--- config.mk ---
export PLATFORM = sky130hd
export DESIGN_NAME = uart_modem_ctl
export DESIGN_NICKNAME = d
export VERILOG_FILES = /design/src/rtl/modem_ctl_pkg.sv /design/src/rtl/mctl_reg.sv /design/src/rtl/mctl_prescale.sv /design/src/rtl/mctl_loop_mux.sv /design/src/rtl/uart_modem_ctl.sv
export SDC_FILE = /design/constraint.sdc
export NUM_CORES = 1
export LEC_CHECK = 0
export BUFFER_PORTS_ARGS = -buffer_cell sky130_fd_sc_hd__clkbuf_2
export CAP_MARGIN = 20
export CORE_ASPECT_RATIO = 1.25
export CORE_UTILIZATION = 35
export DETAILED_ROUTE_END_ITERATION = 7
export GPL_TIMING_DRIVEN = 0
export MAX_ROUTING_LAYER = met4
export PLACE_DENSITY = 0.69
export SYNTH_ARGS = -nofsm -noshare
export SYNTH_HDL_FRONTEND = slang
export SYNTH_SLANG_ARGS = --single-unit
--- constraint.sdc ---
create_clock -name clk -period 1 [get_ports clk]
set_input_delay 0.1 -clock clk [delete_from_list [all_inputs] [get_ports clk]]
set_output_delay 0.1 -clock clk [all_outputs]
set_load 0.02 [all_outputs]
--- src/rtl/modem_ctl_pkg.sv ---
package modem_ctl_pkg;
  localparam int CTL_W   = 8;
  localparam int LOCK_LO = 5;
  localparam int N_LINES = 4;
  localparam int L_CTS = 0;
  localparam int L_DSR = 1;
  localparam int L_RI  = 2;
  localparam int L_DCD = 3;

  typedef struct packed {
    logic pre_div4;
    logic irda;
    logic xon_any;
    logic loop;
    logic op2;
    logic op1;
    logic rts;
    logic dtr;
  } mctl_t;
endpackage

--- src/rtl/mctl_reg.sv ---
module mctl_reg #(
  parameter int W      = 8,
  parameter int LOCK_L = 5
) (
  input  logic         clk,
  input  logic         rst,
  input  logic         wr_en,
  input  logic [W-1:0] wr_data,
  input  logic         enh_en,
  output logic [W-1:0] ctl_eff
);
  logic [W-1:0] raw_q;

  for (genvar i = 0; i < W; i++) begin : g_bit
    if (i >= LOCK_L) begin : g_locked
      always_ff @(posedge clk) begin
        if (rst) raw_q[i] <= 1'b0;
        else if (wr_en && enh_en) raw_q[i] <= wr_data[i];
      end
      assign ctl_eff[i] = raw_q[i] & enh_en;
    end else begin : g_open
      always_ff @(posedge clk) begin
        if (rst) raw_q[i] <= 1'b0;
        else if (wr_en) raw_q[i] <= wr_data[i];
      end
      assign ctl_eff[i] = raw_q[i];
    end
  end

  assert_locked_bits_hold_R6: assert property (@(posedge clk) disable iff (rst)
    (wr_en && !enh_en) |=> (raw_q[W-1:LOCK_L] == $past(raw_q[W-1:LOCK_L])));
endmodule

--- src/rtl/mctl_prescale.sv ---
module mctl_prescale #(
  parameter int DIV = 4
) (
  input  logic clk,
  input  logic rst,
  input  logic div_sel,
  output logic tick
);
  localparam int CW = (DIV > 1) ? $clog2(DIV) : 1;
  localparam logic [CW-1:0] LAST = CW'(DIV - 1);

  logic [CW-1:0] cnt_q;
  logic          tick_q;
  logic          started_q;

  always_ff @(posedge clk) begin
    if (rst) begin
      cnt_q     <= '0;
      tick_q    <= 1'b0;
      started_q <= 1'b0;
    end else begin
      cnt_q     <= (cnt_q == LAST) ? '0 : cnt_q + 1'b1;
      tick_q    <= div_sel ? (cnt_q == LAST) : 1'b1;
      started_q <= 1'b1;
    end
  end

  assign tick = tick_q;

  assert_div1_every_cycle_R10: assert property (@(posedge clk) disable iff (rst)
    (started_q && !$past(div_sel)) |-> tick_q);

  assert_div4_no_back_to_back_R10: assert property (@(posedge clk) disable iff (rst)
    (tick_q && $past(div_sel) && $past(div_sel, 2)) |-> !$past(tick_q));
endmodule

--- src/rtl/mctl_loop_mux.sv ---
module mctl_loop_mux #(
  parameter int N = 4
) (
  input  logic         clk,
  input  logic         rst,
  input  logic         loop,
  input  logic         tx_ser_in,
  input  logic         rx_pin,
  input  logic [N-1:0] ext_n,
  input  logic [N-1:0] lb_n,
  output logic         tx_pin,
  output logic         rx_ser_out,
  output logic [N-1:0] int_n
);
  logic         tx_q, rx_q;
  logic [N-1:0] int_q;

  always_ff @(posedge clk) begin
    if (rst) begin
      tx_q <= 1'b1;
      rx_q <= 1'b1;
    end else begin
      tx_q <= loop ? 1'b1 : tx_ser_in;
      rx_q <= loop ? tx_ser_in : rx_pin;
    end
  end

  for (genvar i = 0; i < N; i++) begin : g_line
    always_ff @(posedge clk) begin
      if (rst) int_q[i] <= 1'b1;
      else     int_q[i] <= loop ? lb_n[i] : ext_n[i];
    end
  end

  assign tx_pin     = tx_q;
  assign rx_ser_out = rx_q;
  assign int_n      = int_q;

  assert_loop_tx_idle_R7: assert property (@(posedge clk) disable iff (rst)
    $past(loop) |-> tx_pin);
endmodule

--- src/rtl/uart_modem_ctl.sv ---
module uart_modem_ctl
  import modem_ctl_pkg::*;
#(
  parameter int PRE_DIV = 4
) (
  input  logic             clk,
  input  logic             rst,
  input  logic             wr_en,
  input  logic [CTL_W-1:0] wr_data,
  input  logic             enh_en,
  output logic [CTL_W-1:0] rd_data,
  output logic             dtr_n_pin,
  output logic             rts_n_pin,
  output logic             irq_oe,
  output logic             xon_any_en,
  output logic             irda_en,
  output logic             baud_tick,
  input  logic             tx_ser_in,
  output logic             tx_pin,
  input  logic             rx_pin,
  output logic             rx_ser_out,
  input  logic             cts_n_pin,
  input  logic             dsr_n_pin,
  input  logic             ri_n_pin,
  input  logic             dcd_n_pin,
  output logic             cts_n_int,
  output logic             dsr_n_int,
  output logic             ri_n_int,
  output logic             dcd_n_int
);
  logic [CTL_W-1:0]   ctl_eff;
  mctl_t              c;
  logic [N_LINES-1:0] ext_n, lb_n, int_n;
  logic [CTL_W-1:0]   rd_q;
  logic dtr_q, rts_q, oe_q, xon_q, irda_q;

  mctl_reg #(.W(CTL_W), .LOCK_L(LOCK_LO)) u_reg (
    .clk(clk), .rst(rst), .wr_en(wr_en), .wr_data(wr_data),
    .enh_en(enh_en), .ctl_eff(ctl_eff)
  );

  assign c = mctl_t'(ctl_eff);

  always_comb begin
    ext_n        = '1;
    ext_n[L_CTS] = cts_n_pin;
    ext_n[L_DSR] = dsr_n_pin;
    ext_n[L_RI]  = ri_n_pin;
    ext_n[L_DCD] = dcd_n_pin;
    lb_n         = '1;
    lb_n[L_CTS]  = ~c.rts;
    lb_n[L_DSR]  = ~c.dtr;
    lb_n[L_RI]   = ~c.op1;
    lb_n[L_DCD]  = ~c.op2;
  end

  mctl_loop_mux #(.N(N_LINES)) u_mux (
    .clk(clk), .rst(rst), .loop(c.loop), .tx_ser_in(tx_ser_in),
    .rx_pin(rx_pin), .ext_n(ext_n), .lb_n(lb_n),
    .tx_pin(tx_pin), .rx_ser_out(rx_ser_out), .int_n(int_n)
  );

  mctl_prescale #(.DIV(PRE_DIV)) u_pre (
    .clk(clk), .rst(rst), .div_sel(c.pre_div4), .tick(baud_tick)
  );

  always_ff @(posedge clk) begin
    if (rst) begin
      rd_q   <= '0;
      dtr_q  <= 1'b1;
      rts_q  <= 1'b1;
      oe_q   <= 1'b0;
      xon_q  <= 1'b0;
      irda_q <= 1'b0;
    end else begin
      rd_q   <= ctl_eff;
      dtr_q  <= c.loop | ~c.dtr;
      rts_q  <= c.loop | ~c.rts;
      oe_q   <= c.op2;
      xon_q  <= c.xon_any;
      irda_q <= c.irda;
    end
  end

  assign rd_data    = rd_q;
  assign dtr_n_pin  = dtr_q;
  assign rts_n_pin  = rts_q;
  assign irq_oe     = oe_q;
  assign xon_any_en = xon_q;
  assign irda_en    = irda_q;
  assign cts_n_int  = int_n[L_CTS];
  assign dsr_n_int  = int_n[L_DSR];
  assign ri_n_int   = int_n[L_RI];
  assign dcd_n_int  = int_n[L_DCD];

  assert_reset_outputs_R1: assert property (@(posedge clk) disable iff (rst)
    $past(rst) |-> (dtr_n_pin && rts_n_pin && !irq_oe && rd_data == '0));

  assert_loop_pins_idle_R7: assert property (@(posedge clk) disable iff (rst)
    $past(c.loop) |-> (dtr_n_pin && rts_n_pin));

  assert_dtr_low_when_set_R2: assert property (@(posedge clk) disable iff (rst)
    $past(!c.loop && c.dtr) |-> !dtr_n_pin);

  assert_rts_low_when_set_R3: assert property (@(posedge clk) disable iff (rst)
    $past(!c.loop && c.rts) |-> !rts_n_pin);
endmodule

# Word level (Yosys, flattened, before mapping)
# Index checks and enable logic that the tools add are counted.
# totals
ff_bits	30
latchBits	0
ramBits	0
rom_bits	0
inputBits	18
wordCells	42
mem_count	0
# op_classes
add_sub_neg	1
multipliers	0
div_mod_pow	0
n_lt_le_gt_ge	0
eq_ne	1
shifts	0
muxes	6
bitwise_logic	9
n_reduce_logical	3
# op_table
operator	n
$mux W1	6
$not A1 Y1	4
$reduce_or A2 Y1	2
$and A1 B1 Y1	3
$add A2 B1 Y2 const B	1
$eq A2 B2 Y1 const B	1
$or A1 B1 Y1	2
$logic_and A1 B1 Y1	1

# Logic depth before layout (Yosys ltp)
# logic_depth
depth_word	2
ltp_mapped	3
depth_no_buf	3

# Hierarchy
# A second synthesis with hierarchy kept.
# unflattened
hier_cells	91
hier_area_um2	1023.5
# by_module_without_submodules
mod	n_inst	cells_each	area_each_um2	seq_area_each_um2
mctl_reg	1	38	382.9	160.2
uart_modem_ctl	1	27	325.3	200.2
mctl_loop_mux	1	18	212.7	120.1
mctl_prescale	1	8	102.6	60.1

# Worst setup path before layout
# No wires, ideal clock.
# synth_path
path_kind	register to register
startpoint	register u_reg.raw_q[4] (netlist: u_reg.ctl_eff[4])
endpoint	register u_mux.int_q[3] (netlist: u_mux.int_n[3])
setup_ns	0.114
arrival_ns	0.811
t_required_ns	0.886
path_slack_ns	0.075
path_stages_with_launch	4
path_buffers	1
synth_period_minus_slack_ns	0.925
cell_sequence	dfxtp_1 -> buf_6 -> or2_0 -> a21o_1
# synth_via
elab_chain_len	1
# synth_lines
item	line_no	text
start: declaration	mctl_reg.sv:12	logic [W-1:0] raw_q;
start signal: indexed assignment	mctl_reg.sv:24	else if (wr_en) raw_q[i] <= wr_data[i];
$mux W1	mctl_loop_mux.sv:31	else int_q[i] <= loop ? lb_n[i] : ext_n[i];
end signal: indexed assignment	mctl_loop_mux.sv:31	
end: declaration	mctl_loop_mux.sv:16	logic [N-1:0] int_q;
# Every way passes these cells.
# A chain may end at the register's enable or synchronous reset.

==> run metrics <==
outcome finished, final reports clean; HPWL after DPL 1200 um; number of CTS-inserted buffers 3; vias in the first global route 651; net switching component of the power 441 uW; wire length per cell after detailed routing 10.2 um; library cells used by synthesis 22; Congestion Overflow GR 0; Internal Dissipation 1400 uW; Synthesized Nets 105; Worst Tran Pin Value 194 ps; final slew viol count 0; number of clock sinks seen by CTS 27; arrival time of the worst setup path 830 ps; leakage power total 0.000550 uW; total wire length 1590 um; end-of-flow core utilization 47.7%; worst min-delay path startpoint rst; Final TNS setup 0 ps; area of the core 2480 um2; final-report hold violation count 0; total inserted antenna cells 0; CP max-delay cell sky130_fd_sc_hd__dfxtp_2; number of cells produced by synthesis 86; Peak Freq 1.08 GHz; most common library cell in the layout ignoring fill and taps sky130_fd_sc_hd__clkbuf_2; GR Util All Layers 13.3%; Syn-to-layout area delta 27.9%; commonest non-fill, non-tap cells in the layout sky130_fd_sc_hd__clkbuf_2, sky130_fd_sc_hd__dfxtp_1, sky130_fd_sc_hd__nor2_1, sky130_fd_sc_hd__nand2_1, sky130_fd_sc_hd__nor2b_1; area enclosed by the die boundary 2850 um2; worst max-slew margin expressed relative to the limit 87.0%; horizontal die dimension 47.9 um; number of vias in the routed layout 683; Die Y 59.4 um; type of origin of the critical path flop; Crit path largest cell delay 360 ps; cell family contributing the most delay on the critical path flip-flops; combinational cell fraction of total power 12.5%; wire length of the first global-routing pass 2660 um; sequential fraction of the synthesis area 58.5%; unrepaired setup endpoints after global routing no; Row Count 20; last weighted congestion value of the routability-driven placer 0.689; number of cell instances on the worst register-to-register path 2; insertion delay of the later-clocked pin in the worst-skew pair 310 ps; cell-by-cell trace of the critical path clkbuf_2; fraction of layout instances using a drive strength above 1 42.3%; max-capacitance violation count 0; IR drop worst, VDD 0.834 mV; final period utilization 92.6%; type of the worst setup path flop to output pin; final net count 143; start point of the critical path rd_data[6]; overall power 1840 uW; post-synthesis instance area 923 um2; CTS tree yes; violation count after the first detailed-routing iteration 2; number of endpoints failing setup at the final stage 0; combined buffer and inverter count along the critical path 1; class of the worst hold path input port to flop; H-Tree Depth 1; proportion of total power due to net switching 23.9%; portion of synthesized cell area occupied by the leading cell type 58.5%; power per unit of standard cell area 1560 nW/um2; post-DR vias/cell 4.38; largest clock skew in the final design 2.37 ps; IO buf count 36; number of logic stages on the critical path including buffering 1; ranking of synthesized cells by area sky130_fd_sc_hd__dfxtp_1, sky130_fd_sc_hd__mux2i_1, sky130_fd_sc_hd__nor2b_1; buffers from clock root to sink, at most 2; final routed DRC violation total 0; kind of end point of the critical path output pin; Clock Root Buffer sky130_fd_sc_hd__clkbuf_4; area leader, netlist sky130_fd_sc_hd__dfxtp_1; data required time of the worst path 900 ps; number of antenna violations at the first check in global routing 0; largest net degree at the start of global routing 15; clock edge transition at the registers on the reported setup and hold paths 130 ps; Syn. warnings 0; maximum fanout encountered on the critical timing path 2; register share of total power 63.3%; Hold Path Stages 2; Post-DRT Antenna Nets 0; Min Clock Period, post-route 926 ps; Clock power frac 24.3%; initial cell density of the core 37.3%; Post-Synthesis Mean Instance Area 10.7 um2; post-CTS setup-driven buffer insertion count 0; startpoint of the most critical register-to-register path u_reg.ctl_eff[4]; detailed-routing iteration count for the pre-antenna-repair pass 3; number of synthesized register bits 27; top-level I/O count 38
==> cell type report <==
type                    count  area (um2)
plain buffers               4        22.5
clock buffers               4        26.3
fillers                   243        1300
inverters                   1        3.75
multi-input cells          50         323
flip-flops and latches     27         548
well taps                  33        41.3
repair buffers             37         216
==> worst reg2reg max path, cell delays in order, from the launching register on <==
cell	delay (ps)
sky130_fd_sc_hd__dfxtp_4	410
sky130_fd_sc_hd__or2_0	240
sky130_fd_sc_hd__a21o_1	180
==> state kept, by name, summed over array words and instances, names as in the netlist <==
register / count
u_mux.tx_pin: 1
u_reg.ctl_eff: 5
dtr_n_pin: 1
rd_data: 8
u_pre.tick: 1
u_pre.cnt_q: 2
u_mux.int_n: 4
u_mux.rx_ser_out: 1
u_reg.raw_q: 3
rts_n_pin: 1
==> logic make-up after synthesis <==
logic type / count (synthesis) / share of synthesized area (%)
simple gates: 32 / 18.3
flops: 27 / 58.5
compound gates: 12 / 9.89
buf+inv: 9 / 6.50
mux: 5 / 5.42
fa+ha+maj: 1 / 1.35
==> timing repair <==
item | in CTS | in global routing
hold endpoints to repair | 2 | 0
resized for setup | 8 | 1
setup endpoints to repair | 5 | 2
hold buffers | 1 | 0
==> Yosys cell counts <==
cell type / count
sky130_fd_sc_hd__a31oi_1: 1
sky130_fd_sc_hd__or2_0: 4
sky130_fd_sc_hd__or3_1: 1
sky130_fd_sc_hd__a21bo_2: 3
sky130_fd_sc_hd__a21o_1: 4
sky130_fd_sc_hd__nor2b_2: 1
sky130_fd_sc_hd__nor3_1: 1
sky130_fd_sc_hd__buf_2: 3
sky130_fd_sc_hd__nand3_1: 3
sky130_fd_sc_hd__a211o_2: 1
sky130_fd_sc_hd__inv_1: 1
sky130_fd_sc_hd__a21oi_1: 3
sky130_fd_sc_hd__dfxtp_1: 27
sky130_fd_sc_hd__and2_1: 3
sky130_fd_sc_hd__nor2b_1: 6
sky130_fd_sc_hd__buf_4: 4
sky130_fd_sc_hd__buf_6: 1
sky130_fd_sc_hd__ha_1: 1
sky130_fd_sc_hd__nand2_1: 6
sky130_fd_sc_hd__nor3b_1: 1
sky130_fd_sc_hd__nor2_1: 6
sky130_fd_sc_hd__mux2i_1: 5
==> per-stage QoR <==
step / area (um2) / std cells / hold WS, ps / setup slack, ps
detailed placement: 1140 / 155 / 323 / 11.5
global placement: 1140 / 155 / 321 / 22.3
floorplan: 923 / 86 / 172 / 75.5
finish: 1180 / 156 / 11.2 / 74.5
global route: 1180 / 156 / 5.63 / 15.3
CTS: 1190 / 157 / 0.707 / 9.51
==> routing by layer <==
metal,part of all wire (%),routed length (um),vias up,global-route usage (%)
li1,-,-,350,-
met1,42,664,308,16.3
met2,51,816,23,21.0
met3,5.9,94,2,1.83
met4,0.63,10,0,5.95
met5,0,0,-,-
==> power groups by stage <==
stage,Sequential [uW],Combinational [uW],Clock [uW]
floorplan,1220,114,0
global placement,1180,233,0
detailed placement,1180,239,0
CTS,1160,243,471
global route,1170,255,497
finish,1160,229,446
==> worst paths after layout <==
kind | to | slack [ps]
min | rd_data[3] | 10
max reg2reg | u_mux.int_n[1] | 90
min reg2reg | u_pre.cnt_q[0] | 430
max | irda_en | 70
(Power assumes the default switching activity.)
